`src/rtl/dir_engine.sv`:
```
module dir_engine #(
  parameter int NODES = 8,
  parameter int LINES = 16
) (
  input  logic                       clk,
  input  logic                       rst_n,
  input  logic                       in_valid,
  input  logic [3:0]                 in_op,
  input  logic [$clog2(NODES)-1:0]   in_src,
  input  logic [$clog2(LINES)-1:0]   in_line,
  output logic [3:0]                 rsp_type,
  output logic [$clog2(NODES)-1:0]   rsp_dest,
  output logic [$clog2(NODES+1)-1:0] rsp_acks,
  output logic [2:0]                 fwd_type,
  output logic [$clog2(NODES)-1:0]   fwd_dest,
  output logic [NODES-1:0]           inval_vec,
  output logic                       err
);
  localparam int NW = $clog2(NODES);
  localparam int CW = $clog2(NODES+1);

  localparam logic [2:0] S_UNO = 3'd0, S_SHD = 3'd1, S_EXC = 3'd2,
                         S_BSH = 3'd3, S_BEX = 3'd4, S_POI = 3'd5;

  localparam logic [3:0] OP_RD = 4'd0, OP_RX = 4'd1, OP_UP = 4'd2, OP_WB = 4'd3,
                         OP_SW = 4'd4, OP_SX = 4'd5, OP_DX = 4'd6, OP_PZ = 4'd7,
                         OP_CL = 4'd8;

  localparam logic [3:0] R_EXC = 4'd1, R_SHD = 4'd2, R_SPC = 4'd3, R_NAK = 4'd4,
                         R_XIN = 4'd5, R_UPG = 4'd6, R_WBA = 4'd7, R_WBB = 4'd8,
                         R_BER = 4'd9, R_DON = 4'd10;

  localparam logic [2:0] F_SIV = 3'd1, F_XIV = 3'd2, F_SDT = 3'd3, F_XDT = 3'd4;

  logic [2:0]       st  [LINES];
  logic [NW-1:0]    own [LINES];
  logic [NODES-1:0] shr [LINES];

  logic [2:0]       cs, ns;
  logic [NW-1:0]    co, no;
  logic [NODES-1:0] csh, nsh, me, others;
  logic [3:0]       r_t;
  logic [2:0]       f_t;
  logic [NW-1:0]    f_d;
  logic [NODES-1:0] iv;
  logic [CW-1:0]    cnt;
  logic             e, self_own;

  assign cs       = st[in_line];
  assign co       = own[in_line];
  assign csh      = shr[in_line];
  assign me       = NODES'(1) << in_src;
  assign others   = csh & ~me;
  assign self_own = (cs == S_EXC) && (co == in_src);

  always_comb begin
    cnt = '0;
    for (int i = 0; i < NODES; i++) cnt = cnt + CW'(others[i]);
  end

  always_comb begin
    ns = cs; no = co; nsh = csh;
    r_t = '0; f_t = '0; f_d = '0; iv = '0; e = 1'b0;
    case (in_op)
      OP_RD, OP_RX: begin
        if (cs == S_POI) r_t = R_BER;
        else if (cs == S_BSH || cs == S_BEX) r_t = R_NAK;
        else if (cs == S_UNO || self_own) begin
          ns = S_EXC; no = in_src; nsh = '0; r_t = R_EXC;
        end else if (cs == S_EXC) begin
          ns = (in_op == OP_RD) ? S_BSH : S_BEX; no = in_src;
          r_t = R_SPC; f_d = co; f_t = (in_op == OP_RD) ? F_SIV : F_XIV;
        end else if (in_op == OP_RD) begin
          nsh = csh | me; r_t = R_SHD;
        end else begin
          ns = S_EXC; no = in_src; nsh = '0; r_t = R_XIN; iv = others;
        end
      end
      OP_UP: begin
        if (cs == S_POI) r_t = R_BER;
        else if (cs == S_SHD) begin
          ns = S_EXC; no = in_src; nsh = '0; r_t = R_UPG; iv = others;
        end else r_t = R_NAK;
      end
      OP_WB: begin
        if (cs == S_POI) r_t = R_BER;
        else if (self_own) begin ns = S_UNO; nsh = '0; r_t = R_WBA; end
        else if (cs == S_BSH) begin
          ns = S_SHD; nsh = NODES'(1) << co; r_t = R_WBB; f_t = F_SDT; f_d = co;
        end else if (cs == S_BEX) begin
          ns = S_EXC; r_t = R_WBB; f_t = F_XDT; f_d = co;
        end else e = 1'b1;
      end
      OP_SW, OP_SX: begin
        if (cs == S_BSH) begin ns = S_SHD; nsh = me | (NODES'(1) << co); end
        else e = 1'b1;
      end
      OP_DX: begin
        if (cs == S_BEX) begin ns = S_EXC; nsh = '0; end
        else e = 1'b1;
      end
      OP_PZ: begin ns = S_POI; nsh = '0; r_t = R_DON; end
      OP_CL: begin
        if (cs == S_POI) begin ns = S_UNO; r_t = R_DON; end
        else e = 1'b1;
      end
      default: e = 1'b1;
    endcase
  end

  always_ff @(posedge clk) begin
    if (!rst_n) begin
      for (int i = 0; i < LINES; i++) begin
        st[i] <= S_UNO; own[i] <= '0; shr[i] <= '0;
      end
      rsp_type <= '0; rsp_dest <= '0; rsp_acks <= '0;
      fwd_type <= '0; fwd_dest <= '0; inval_vec <= '0; err <= 1'b0;
    end else begin
      rsp_type  <= in_valid ? r_t : '0;
      rsp_dest  <= in_valid ? in_src : '0;
      rsp_acks  <= (in_valid && (r_t == R_XIN || r_t == R_UPG)) ? cnt : '0;
      fwd_type  <= in_valid ? f_t : '0;
      fwd_dest  <= in_valid ? f_d : '0;
      inval_vec <= in_valid ? iv : '0;
      err       <= in_valid & e;
      if (in_valid && !e) begin
        st[in_line] <= ns; own[in_line] <= no; shr[in_line] <= nsh;
      end
    end
  end

  a_r13_idle_quiet: assert property (@(posedge clk) disable iff (!rst_n)
    !$past(in_valid) |-> (rsp_type == 4'd0 && fwd_type == 3'd0 && !err && inval_vec == '0));

  a_r11_err_silent: assert property (@(posedge clk) disable iff (!rst_n)
    err |-> (rsp_type == 4'd0 && fwd_type == 3'd0 && inval_vec == '0));

  a_r5_ack_count: assert property (@(posedge clk) disable iff (!rst_n)
    (rsp_type == R_XIN || rsp_type == R_UPG) |-> ($countones(inval_vec) == int'(rsp_acks)));

  a_r5_no_self_inval: assert property (@(posedge clk) disable iff (!rst_n)
    (rsp_type != 4'd0) |-> !inval_vec[rsp_dest]);

  a_r4_nak_quiet: assert property (@(posedge clk) disable iff (!rst_n)
    (rsp_type == R_NAK) |-> (fwd_type == 3'd0 && inval_vec == '0));

  a_r3_intervention_spec: assert property (@(posedge clk) disable iff (!rst_n)
    (fwd_type == F_SIV || fwd_type == F_XIV) |-> (rsp_type == R_SPC && fwd_dest != rsp_dest));

  a_r8_bounce_pair: assert property (@(posedge clk) disable iff (!rst_n)
    (fwd_type == F_SDT || fwd_type == F_XDT) |-> (rsp_type == R_WBB));
endmodule

```
`config.mk`:
```
export PLATFORM = sky130hd
export DESIGN_NAME = dir_engine
export DESIGN_NICKNAME = d
export VERILOG_FILES = /design/src/rtl/dir_engine.sv
export SDC_FILE = /design/constraint.sdc
export NUM_CORES = 1
export LEC_CHECK = 0
export ABC_CLOCK_PERIOD_IN_PS = 5600
export BUFFER_PORTS_ARGS = -buffer_cell sky130_fd_sc_hd__buf_2
export CAP_MARGIN = 10
export CORE_ASPECT_RATIO = 0.9
export CORE_MARGIN = 10
export CORE_UTILIZATION = 25
export DETAILED_ROUTE_END_ITERATION = 16
export PLACE_DENSITY = 0.43
export SYNTH_ARGS = -nofsm -noshare
export SYNTH_HDL_FRONTEND = slang
export SYNTH_SLANG_ARGS = --single-unit
```
`constraint.sdc`:
```
create_clock -name clk -period 5.6 [get_ports clk]
set_input_delay 0.56 -clock clk [delete_from_list [all_inputs] [get_ports clk]]
set_output_delay 0.56 -clock clk [all_outputs]
set_load 0.02 [all_outputs]
```
[After elaboration in Yosys (flattened, before gate mapping)]
Memories as Yosys holds them, arrays and structs flattened.
Index checks and enable logic that the tools add are counted.
Operators by class
  multiplexer cells: 96
  shifts and indexed selects: 2
  reductions and logical operators: 17
  $add $sub $neg: 7
  bitwise operators: 5
  eq/ne operators: 16
Operator list (count)
  $mux W8: 20
  $mux W3: 39
  $pmux W8 S6: 1
  $mux W4: 10
  $eq A4 B3 Y1 const B: 6
  $pmux W3 S7: 1
  $pmux W4 S5: 1
  $pmux W3 S2: 3
  $add A4 B1 Y4: 4
  $or A8 B8 Y8: 2
  $pmux W8 S2: 1
  $shl A1 B3 Y8 const A: 2
  $mux W1: 13
  $mux W2: 6
  $and A8 B8 Y8: 1
  $eq A4 B2 Y1 const B: 2
  $not A8 Y8: 1
  $reduce_or A8 Y1: 1
  $eq A3 B2 Y1 const B: 2
  $eq A3 B3 Y1 const B: 2
  $reduce_or A3 Y1: 2
  $pmux W1 S5: 1
  $add A3 B1 Y4: 1
  $eq A4 B1 Y1 const B: 1
  other kinds (14): 20
Word-level totals
  output and inout bits: 26
  bits in writable memories: 224
  word-level logic and storage cells: 153
  input port bits: 14
  flip-flop bits (word level): 26
  memories kept: 3
Memories
  shr: depth 16, width 8, rd ports 1, clocked after memory_dff 0, write ports 16, line 37  | logic [NODES-1:0] shr [LINES];
  own: depth 16, width 3, rd ports 1, clocked after memory_dff 0, write ports 16, line 36  | logic [NW-1:0] own [LINES];
  st: depth 16, width 3, rd ports 1, clocked after memory_dff 0, write ports 16, line 35  | logic [2:0] st [LINES];

[Logic depth before layout (Yosys ltp)]
Gate-level depths: netlist (run 1).
An unclocked memory read counts as a cell.
  word-level depth: 14
  gate-level depth with buffers: 18
  gate-level depth less buffers: 12

[Worst setup path after synthesis (run 1)]
No wires, ideal clock.
  path type: input to register
  start point: input in_line[1]
  end point: register rsp_acks[2]
  arrival time: 4.912 ns
  required time: 5.472 ns
  stages: 18
  setup time: 0.128 ns
  path slack: 0.560 ns
  path buffers: 6
  path through: buf_6 -> buf_12 -> buf_12 -> buf_4 -> clkbuf_1 -> buf_1 -> mux4_2 -> mux4_2 -> nand2_1 -> fa_1 -> inv_1 -> fa_1 -> fa_1 -> ha_1 -> inv_1 -> fa_1 -> xor2_1 -> nor2_1
On the way
  longest elaborated chain between the ends: 12
  elaborated cells between the ends (all ways): 38
  classes of those cells: add/sub (7); eq/ne (8); mux (12); bitwise (1); reduce/logical (7); memory (3)
Ends and longest elaborated chain
  start: declaration: line 10  | input logic [$clog2(LINES)-1:0] in_line,
  branches (longest 12 deep; another with $mem_v2 Z16 W8)
  end signal: assignment: line 121  | rsp_acks <= (in_valid && (r_t == R_XIN || r_t == R_UPG)) ? cnt : '0;
  end: declaration: line 13  | output logic [$clog2(NODES+1)-1:0] rsp_acks,
Parallel ways; which one is timed is not known.
A chain may end at the register's enable or synchronous reset.

[Worst setup path after layout (run 1)]
Ends and elaborated chain as after synthesis.

==> results of run 1 <==
==> placed cells by master, fill, tap and decap left out, types with 10 or more instances in the layout <==
master | Yosys | routed
mux4_2 | 50 | 50
a22oi_1 | 10 | 10
nand3_1 | 18 | 17
nand2_1 | 68 | 67
inv_1 | 15 | 15
buf_4 | 7 | 71
a21oi_1 | 33 | 33
edfxtp_1 | 224 | 224
buf_2 | 30 | 37
nor2_1 | 130 | 130
or4_1 | 11 | 11
mux2i_1 | 29 | 29
o21ai_2 | 1 | 11
dfxtp_1 | 26 | 26
o21ai_0 | 33 | 23
nor3_1 | 140 | 140
clkbuf_16 | 0 | 29
==> per-stage QoR <==
stage          area [µm²]  instances
2_1_floorplan       12500       1027
3_3_place_gp        13700       1712
5_1_grt             14600       1764
4_1_cts             14600       1764
3_5_place_dp        13700       1712
6_report            14600       1764
==> logic make-up after synthesis <==
logic type | count (synthesis)
AND/OR/NAND/NOR | 434
flip-flops | 250
AO/OA/AOI/OAI | 135
buffers and inverters | 114
multiplexers | 83
adder cells (fa/ha/maj) | 7
XOR/XNOR | 4
==> sequential cells by signal, indices dropped and copies added (netlist names) <==
name / count
err: 1
inval_vec: 8
own: 48
st: 48
rsp_type: 4
rsp_dest: 3
shr: 128
fwd_type: 3
rsp_acks: 4
fwd_dest: 3
==> power breakdown <==
group | switching, W | total [W] | internal (W)
sequential | 0.0000204 | 0.00211 | 0.00209
clock | 0.000800 | 0.00187 | 0.00107
combinational | 0.000454 | 0.000671 | 0.000218
==> cell type report <==
class	count	area, µm²	share of cell area
inverter	16	60.1	0.00411
sequential	250	7250	0.496
tap	671	840	0.0574
clock buffer	36	772	0.0528
clock inverter	16	153	0.0104
multi-input combinational	663	4760	0.325
timing repair buffer	112	798	0.0546
==> per-layer routing <==
| metal | vias up | GRT usage |
|---|---|---|
| met3 | 86 | 0.0214 |
| met2 | 310 | 0.215 |
| met4 | 0 | 0.0500 |
| li1 | 3987 | - |
| met5 | - | 0 |
| met1 | 4540 | 0.189 |
==> worst min-delay path: stages <==
cell	delay, ps
buf_2	160
nand2_1	110
a21oi_1	50
==> worst paths after layout <==
kind | from | to | slack (ps) | cells past startpoint
worst max register to register | st[0][2] | shr[1][4] | 1530 | 12
worst min register to register | own[0][1] | fwd_dest[1] | 1010 | 5
worst min-delay path | in_valid | fwd_type[1] | 340 | 3
worst max-delay path | in_line[1] | rsp_acks[2] | 1340 | 14
==> reports/results.txt, run 1 <==
Synth Area in Compound Gates = 0.0752
endpoints failing hold = 0
CP max-delay cell = mux4_2
share of layout cells above drive strength 1 = 0.223
Synth top cells by count = edfxtp_1, nor3_1, nor2_1
initial DRC count = 731
vias in the first global route = 9057
area share of the largest cell type after synthesis = 0.537
Leak Pwr = 5.00 nW
root buf cell = clkbuf_16
Core ar. = 0.0493 mm²
setup TNS = 0 ps
postcts setup bufs = 0
Congestion Overflow GR = 0
Util after Layout = 0.296
Final Net Count = 1093
row cnt = 77
Num CTS Buffers = 29
GP Congestion = 0.828
Layout Area Growth over Synthesis = 16.7%
CTS hold repair buffers = 0
ANT nets after route = 0
Simple-Gate Fraction of Synth Area = 0.167
initial antenna violation count = 1
unrepaired setup endpoints after global routing = no
Post-DP HPWL = 27800 µm
EDFF count, synth = 224
largest family of logic cells by synthesized area = simple AND/OR/NAND/NOR gates
First-pass DRT Iterations = 5
leading post-synthesis cells by cell area = edfxtp_1, mux4_2, nor3_1, dfxtp_1, nor2_1
CP arrival = 4720 ps
Synth Instances = 1027
Yosys top cell by area = edfxtp_1
final WL = 41700 µm
fin crit share = 0.761
fmax = 0.235 GHz
syn_nets = 1048
worst hold slack = 342 ps
CP Buf/Inv Count = 4
total track usage = 0.137
Tightest Pin Transition = 1040 ps
first-pass GRT wire length = 62100 µm
WP data required = 6050 ps
DR top layer = met4
Final Critical Period = 4260 ps
IO Pins = 40
Initial Utilization = 0.254
Setup Crit Path Kind = input port to register
mapped cell area = 0.0125 mm²
post-DR wirelength/cell = 23.6 µm
mux cell area share after synthesis = 0.120
antenna cell count = 0
flops & latches, synth = 250
DR DRC count = 0
CP startpoint kind = input port
MaxCap Viol Count = 0
Synth Flop Type = edfxtp_1
sequential share of the synthesized area = 0.578
die area = 0.0595 mm²
Mean Syn Cell Area = 12.2 µm²
H-tree levels = 1
Adder-Cell Fraction of Synth Area = 0.00938
CP dominant cell by count = fa_1
DR WL met3 = 2220 µm
Die Width = 256 µm
via count = 8923
vias per inst = 5.06
Syn. warnings = 0
clock sink count = 250
Die Y = 232 µm
Layout fillers = 5080
XOR/XNOR share of the synthesized area = 0.00399
worst setup slack after placement = 753 ps
Final Max Tran Viols = 0
Power Dens Cells = 318 mW/mm²
Yosys cell types = 79
crit-path leading delay family = adder cells
Async SR Flop Fraction = 0
max incr delay on CP = 560 ps
Worst-Skew Late Latency = 590 ps
cell with the most instances after synthesis = edfxtp_1
HP Class = input port to register
post-cts resize count = 0
crit path max fanout = 49
Slew HR = 0.307
crit-path cells = buf_4 -> buf_12 -> mux4_2 -> mux4_2 -> nand2b_1 -> fa_1 -> inv_1 -> fa_1 -> fa_1 -> ha_1 -> inv_1 -> fa_1 -> xor2_1 -> nor2_1
CTS tree = yes
setup ws final = 1340 ps
largest net degree at the start of global routing = 50
Peak VDD IR = 0.255 mV
Final setup violation count = 0
# port buffers = 39
Power, Total = 0.00465 W
Worst Skew = 9.27 ps
status = complete, no violations
met2 routed WL = 18700 µm
Crit. End Element = register
Post-Route M1 WL = 19200 µm
clock slew seen by the registers of the worst setup and hold paths = 60 ps
Max clock buf depth = 3
(Power assumes the default switching activity.)
==> run 2: changes to the inputs <==
Settings changed: ABC_AREA set to 1, ABC_CLOCK_PERIOD_IN_PS 5600 to 3900, PLACE_DENSITY 0.43 to 0.44.
Clock period 5.6 ns to 3.9 ns, I/O delays scaled along.
==> run 2 against run 1 <==
Effect of this change: clock power up 40%; critical endpoint unchanged; critical path depth shrank 1; largest cell class unchanged; sequential power rose by 44%; worst hold slack got worse by 170 ps; synthesized cell count grew 26%; routed wire length fell by 3.7%; combinational power up 45%; setup slack got worse by 1200 ps; total power is 42% higher; clock-buffer cell count decreased by 1; synthesized area shrank 2.2%; sequential share of layout area is 1.5 points lower.
==> reports/results.txt, run 2 <==
FF/Latch Area = 0.00725 mm² (unchanged)
fmax = 0.268 GHz
vias per inst = 4.75 (was 5.06)
first-pass GRT wire length = 60900 µm (was 62100 µm)
post-DR wirelength/cell = 19.4 µm (was 23.6 µm)
Syn. warnings = 0 (unchanged)
worst r2r src = shr[2][1] (was st[0][2])
flops & latches, synth = 250 (unchanged)
setup TNS = 0 ps (unchanged)
largest register by flop count = shr (unchanged)
share of layout cells above drive strength 1 = 0.204 (was 0.223)
status = complete, no violations (unchanged)
Layout fillers = 4982 (was 5080)
initial antenna violation count = 1 (unchanged)
Congestion Overflow GR = 0 (unchanged)
multi-input combinational cell area = 0.00440 mm² (was 0.00476 mm²)
Synth top cells by count = nand2_1, nor2_1, edfxtp_1 (was edfxtp_1, nor3_1, nor2_1)
Setup Crit Path Kind = register to register (was input port to register)
root buf cell = clkbuf_16 (unchanged)
Final Critical Period = 3730 ps
CTS tree = yes (unchanged)
R2R setup slack = 170 ps (was 1530 ps)
Yosys top cell by area = edfxtp_1 (unchanged)
CP arrival = 4220 ps (was 4720 ps)
die area = 0.0583 mm² (was 0.0595 mm²)
met2 usage in global routing = 0.211 (was 0.215)
Initial Utilization = 0.254 (about the same)
# port buffers = 39 (unchanged)
vias in the first global route = 9699 (was 9057)
Core ar. = 0.0482 mm² (was 0.0493 mm²)
syn_nets = 1311 (was 1048)
post-cts resize count = 0 (unchanged)
H-tree levels = 1 (unchanged)
IO Pins = 40 (unchanged)
most frequent cells in the layout = nand2_1, nor2_1, edfxtp_1 (was edfxtp_1, nor3_1, nor2_1)
DR DRC count = 0 (unchanged)
Async SR Flop Fraction = 0 (unchanged)
commonest non-fill, non-tap cell in the layout = nand2_1 (was edfxtp_1)
Num CTS Buffers = 29 (unchanged)
HP Class = input port to register (unchanged)
Peak VDD IR = 0.331 mV (was 0.255 mV)
Max clock buf depth = 3 (unchanged)
Synth Instances = 1290 (was 1027)
final WL = 40200 µm (was 41700 µm)
Yosys cell types = 39 (was 79)
GP Congestion = 0.860 (was 0.828)
WP data required = 4400 ps (was 6050 ps)
First-pass DRT Iterations = 5 (unchanged)
mapped cell area = 0.0123 mm² (was 0.0125 mm²)
area share of the largest cell type after synthesis = 0.549 (was 0.537)
Layout Area Growth over Synthesis = 22.9% (was 16.7%)
postcts setup bufs = 0 (unchanged)
Crit. End Element = register (unchanged)
Worst-Skew Late Latency = 560 ps (was 590 ps)
cells on worst reg2reg path = 13 (was 12)
Synth Flop Type = edfxtp_1 (unchanged)
reg-to-reg endpoint = rsp_acks[2] (was shr[1][4])
Mean Syn Cell Area = 9.50 µm² (was 12.2 µm²)
Power, Total = 0.00661 W (was 0.00465 W)
clock sink count = 250 (unchanged)
sequential share of the synthesized area = 0.591 (was 0.578)
leading post-synthesis cells by cell area = edfxtp_1, nand2_1, nor2_1, dfxtp_1, a21oi_1 (was edfxtp_1, mux4_2, nor3_1, dfxtp_1, nor2_1)
EDFF count, synth = 224 (unchanged)
CP startpoint kind = register (was input port)
GR met3 Demand/Resource = 0.0177 (was 0.0214)
initial DRC count = 927 (was 731)
crit path max fanout = 2 (was 49)
met1 Track Usage GR = 0.194 (was 0.189)
largest net degree at the start of global routing = 22 (was 50)
largest registers = shr: 128 flops, own: 48 flops, st: 48 flops (unchanged)
worst hold slack = 177 ps (was 342 ps)
unrepaired setup endpoints after global routing = no (unchanged)
Placed Area = 0.0142 mm² (was 0.0137 mm²)
total track usage = 0.136 (was 0.137)
Final Net Count = 1446 (was 1093)
Worst Hold Depth = 3 (unchanged)
antenna cell count = 0 (unchanged)
min-delay src = in_src[0] (was in_valid)
ANT nets after route = 0 (unchanged)
Slew HR = 0.542 (was 0.307)
Worst Skew = 14.7 ps (was 9.27 ps)
Final Max Tran Viols = 0 (unchanged)
Tightest Pin Transition = 682 ps (was 1040 ps)
clock slew seen by the registers of the worst setup and hold paths = 60 ps (about the same)
Hold Crit Endpoint = rsp_dest[0] (was fwd_type[1])
MaxCap Viol Count = 0 (unchanged)
Post-DP HPWL = 28600 µm (was 27800 µm)
CTS hold repair buffers = 0 (unchanged)
cell with the most instances after synthesis = nand2_1 (was edfxtp_1)
Die Width = 253 µm (was 256 µm)
endpoints failing hold = 0 (unchanged)
Die Y = 230 µm (was 232 µm)
via count = 9844 (was 8923)
Final setup violation count = 0 (unchanged)
number of flip-flops in the largest register = 128 (unchanged)
Leak Pwr = 6.09 nW (was 5.00 nW)
row cnt = 76 (was 77)
fin crit share = 0.956
Power Dens Cells = 439 mW/mm² (was 318 mW/mm²)
Final Cell Area = 0.0151 mm² (was 0.0146 mm²)
global route hottest layer = met2 (unchanged)
## run 2: worst max path at each step
| stage | slack [ps] | start | cells past startpoint | to |
|---|---|---|---|---|
| floorplan | -10 | in_line[1] | 19 | rsp_acks[1] |
| global placement | -310 | in_line[0] | 15 | rsp_acks[1] |
| detailed placement | -330 | in_line[0] | 16 | rsp_acks[2] |
| CTS | 180 | shr[2][1] | 13 | rsp_acks[2] |
| global route | 50 | shr[3][0] | 13 | rsp_acks[2] |
| finish | 170 | shr[2][1] | 13 | rsp_acks[2] |
## run 2: critical path, stage by stage, from the launching register on
cell      delay (ps)
edfxtp_1         390
o22ai_1          100
o21ai_0          170
nand4_1          240
or2_4            320
fa_1             520
inv_1             60
fa_1             500
fa_1             540
ha_2             180
inv_2             40
fa_2             330
xor2_1           160
nor2_1           100
## run 2: per-layer routing
metal  share of wire  wire, µm  up-vias
met5               0         0        -
met4           0.026      1060        0
met3           0.044      1780       55
met2            0.45     18200      277
met1            0.48     19200     4813
li1                -         -     4699
## run 2: metrics by stage
step                      std cells  worst slack, ps   util
final                          2072              173  0.313
after CTS                      2072              179  0.313
after detailed placement       2018             -327  0.294
after global routing           2072             46.7  0.313
after floorplan                1290            -10.5      -
after global placement         2018             -311  0.294
## run 2: logic make-up after synthesis
kind of cell	count (synthesis)	share of synthesized area
adders and majority gates	7	0.00959
and+or+nand+nor	713	0.256
buffers and inverters	132	0.0528
xor gates and xnor gates	1	0.000715
AOI/OAI and AO/OA	187	0.0896
DFF	250	0.591
## run 2: report_power, final
part	internal (W)	switching, W	leakage (nW)
combinational	0.000340	0.000633	3.14
sequential	0.00300	0.0000294	2.52
clock	0.00150	0.00112	0.432
total	0.00484	0.00178	6.09
## run 2: cell type report
cell class                      instances  share of cell area
Tap cell                              624              0.0518
Timing Repair Buffer                  172              0.0991
Clock buffer                           35              0.0496
Clock inverter                         19              0.0100
Inverter                               64              0.0165
Multi-Input combinational cell        908               0.292
Sequential cell                       250               0.481
==> run 3: changes to the inputs <==
Settings changed: ABC_AREA 1 to 0, SLEW_MARGIN set to 0.
==> run 3 against run 2 <==
Effect of this change: total power rose by 3.9%; first-iteration DRC count fell by 17%; design area rose by 3.6%; sequential power barely moved; register-to-register slack got worse by 150 ps; core utilization rose by 0.39 points; flip-flop and latch count did not move; critical endpoint is now rsp_acks[1]; largest cell class unchanged.
==> reports/results.txt, run 3 (synthesis results as in run 1) <==
status = complete, no violations (unchanged)
Max clock buf depth = 3 (unchanged)
Die Y = 232 µm (was 230 µm)
Post-DP HPWL = 29300 µm (was 28600 µm)
fmax = 0.258 GHz (was 0.268 GHz)
met1 Track Usage GR = 0.199 (was 0.194)
CTS hold repair buffers = 0 (unchanged)
first-pass GRT wire length = 62700 µm (was 60900 µm)
HP Class = input port to register (unchanged)
MaxCap Viol Count = 0 (unchanged)
Power Dens Cells = 440 mW/mm² (was 439 mW/mm²)
endpoints failing hold = 0 (unchanged)
DR DRC count = 0 (unchanged)
post-DR wirelength/cell = 22.4 µm (was 19.4 µm)
Hold Crit Endpoint = rsp_dest[2] (was rsp_dest[0])
root buf cell = clkbuf_16 (unchanged)
Final Net Count = 1188 (was 1446)
Util after Layout = 0.316 (was 0.313)
CP Buf/Inv Count = 2 (unchanged)
Num CTS Buffers = 29 (unchanged)
First-pass DRT Iterations = 6 (was 5)
Leak Pwr = 5.56 nW (was 6.09 nW)
CP max-delay cell = fa_1 (unchanged)
GP Congestion = 0.840 (was 0.860)
crit-path cells = mux4_2 -> mux4_2 -> nand2b_4 -> fa_1 -> inv_2 -> fa_1 -> fa_1 -> ha_2 -> inv_2 -> fa_2 -> nor2_1 (was o22ai_1 -> o21ai_0 -> nand4_1 -> or2_4 -> fa_1 -> inv_1 -> fa_1 -> fa_1 -> ha_2 -> inv_2 -> fa_2 -> xor2_1 -> nor2_1)
vias in the first global route = 9224 (was 9699)
Crit. End Element = register (unchanged)
global route hottest layer = met2 (unchanged)
H-tree levels = 1 (unchanged)
Final Critical Period = 3880 ps (was 3730 ps)
clock sink count = 250 (unchanged)
Placed Area = 0.0146 mm² (was 0.0142 mm²)
setup ws final = 20.0 ps (was 173 ps)
most frequent cells in the layout = edfxtp_1, buf_4, nor3_1 (was nand2_1, nor2_1, edfxtp_1)
share of layout cells above drive strength 1 = 0.292 (was 0.204)
met2 usage in global routing = 0.216 (was 0.211)
Final setup violation count = 0 (unchanged)
Peak VDD IR = 0.360 mV (was 0.331 mV)
Initial Utilization = 0.254 (about the same)
crit path max fanout = 2 (unchanged)
Final Cell Area = 0.0156 mm² (was 0.0151 mm²)
unrepaired setup endpoints after global routing = yes (was no)
worst r2r src = shr[11][0] (was shr[2][1])
GR met3 Demand/Resource = 0.0196 (was 0.0177)
via count = 9269 (was 9844)
worst setup slack after placement = -483 ps (was -327 ps)
initial antenna violation count = 1 (unchanged)
Slew HR = 0.585 (was 0.542)
# port buffers = 39 (unchanged)
WP data required = 4370 ps (was 4400 ps)
CP startpoint kind = register (unchanged)
vias per inst = 4.98 (was 4.75)
min-delay src = in_valid (was in_src[0])
cells on worst reg2reg path = 11 (was 13)
max incr delay on CP = 560 ps (was 540 ps)
Layout Area Growth over Synthesis = 24.5% (was 22.9%)
CTS tree = yes (unchanged)
final WL = 41700 µm (was 40200 µm)
crit-path leading delay family = adder cells (unchanged)
Setup Crit Path Kind = register to register (unchanged)
Worst Skew = 24.9 ps (was 14.7 ps)
fin crit share = 0.995 (was 0.956)
CP arrival = 4350 ps (was 4220 ps)
largest net degree at the start of global routing = 33 (was 22)
R2R setup slack = 20 ps (was 170 ps)
commonest non-fill, non-tap cell in the layout = edfxtp_1 (was nand2_1)
clock slew seen by the registers of the worst setup and hold paths = 60 ps (about the same)
Worst-Skew Late Latency = 580 ps (was 560 ps)
Worst Hold Depth = 2 (was 3)
largest register by flop count = shr (unchanged)
row cnt = 77 (was 76)
IO Pins = 40 (unchanged)
antenna cell count = 0 (unchanged)
initial DRC count = 773 (was 927)
Die Width = 256 µm (was 253 µm)
CP dominant cell by count = fa_1 (unchanged)
die area = 0.0595 mm² (was 0.0583 mm²)
reg-to-reg endpoint = rsp_acks[1] (was rsp_acks[2])
ANT nets after route = 0 (unchanged)
Core ar. = 0.0493 mm² (was 0.0482 mm²)
largest registers = shr: 128 flops, own: 48 flops, st: 48 flops (unchanged)
Final Max Tran Viols = 0 (unchanged)
number of flip-flops in the largest register = 128 (unchanged)
total track usage = 0.138 (was 0.136)
Congestion Overflow GR = 0 (unchanged)
Tightest Pin Transition = 620 ps (was 682 ps)
==> run 3: changes by cell type in the layout (fill, tap and decap cells not counted), moves of 44 or more <==
cell | before | now
mux4_2 | 0 | 50
nor2_1 | 238 | 130
nand3_1 | 64 | 17
nor3_1 | 23 | 140
nand2_1 | 298 | 65
a21oi_1 | 77 | 33
==> run 3: stage by stage <==
stage	hold slack [ps]	TNS (ps)	total power, W	cells
final	106	0	0.00687	1860
after global placement	680	-89100	0.00423	1806
after floorplan	543	-1030	0.00370	1027
after detailed placement	689	-108710	0.00422	1806
after CTS	72.4	0	0.00693	1859
after global routing	110	-160	0.00712	1860
==> run 3: worst reg2reg max path: cells and delay by family, from the launching register on <==
family	cells	cell delay, ps
buffers and inverters	2	120
muxes	2	1040
DFF	1	390
and+or+nand+nor	2	130
adders and majority gates	5	2090
==> run 3: timing repair <==
action | 4_1_cts | 5_1_grt
endpoints found under the setup margin | 2 | 2
pin swaps | 2 | 6
buffers inserted | 0 | 1
hold endpoints to repair | 0 | 0
gates resized for setup | 2 | 2
==> run 3: final cells by class <==
cell class | instances | area [µm²]
Sequential cell | 250 | 7250
Tap cell | 671 | 840
Fill cell | 4989 | 33700
Clock inverter | 14 | 114
Clock buffer | 39 | 836
Inverter | 16 | 60.1
Multi-Input combinational cell | 663 | 4780
Timing Repair Buffer | 207 | 1740
==> run 3: per-layer routing <==
| layer | vias to the layer above | part of all wire |
|---|---|---|
| met5 | - | 0 |
| met4 | 0 | 0.020 |
| met3 | 50 | 0.049 |
| met2 | 276 | 0.46 |
| met1 | 4758 | 0.48 |
| li1 | 4185 | - |
==> run 3: power by group <==
part / leakage, nW / internal, W / switching, W
logic: 2.57 / 0.000459 / 0.000686
registers: 2.53 / 0.00300 / 0.0000294
clock network: 0.464 / 0.00157 / 0.00113
total: 5.56 / 0.00503 / 0.00184
==> run 3: worst max-delay path by stage <==
| stage | cells after the start | to | startpoint | slack [ps] |
|---|---|---|---|---|
| after floorplan | 17 | rsp_acks[1] | in_line[1] | -460 |
| after global placement | 13 | rsp_acks[1] | in_line[0] | -380 |
| after detailed placement | 13 | rsp_acks[1] | in_line[0] | -480 |
| after CTS | 11 | rsp_acks[1] | shr[9][0] | 50 |
| after global routing | 11 | rsp_acks[1] | shr[9][1] | -80 |
| final | 11 | rsp_acks[1] | shr[11][0] | 20 |
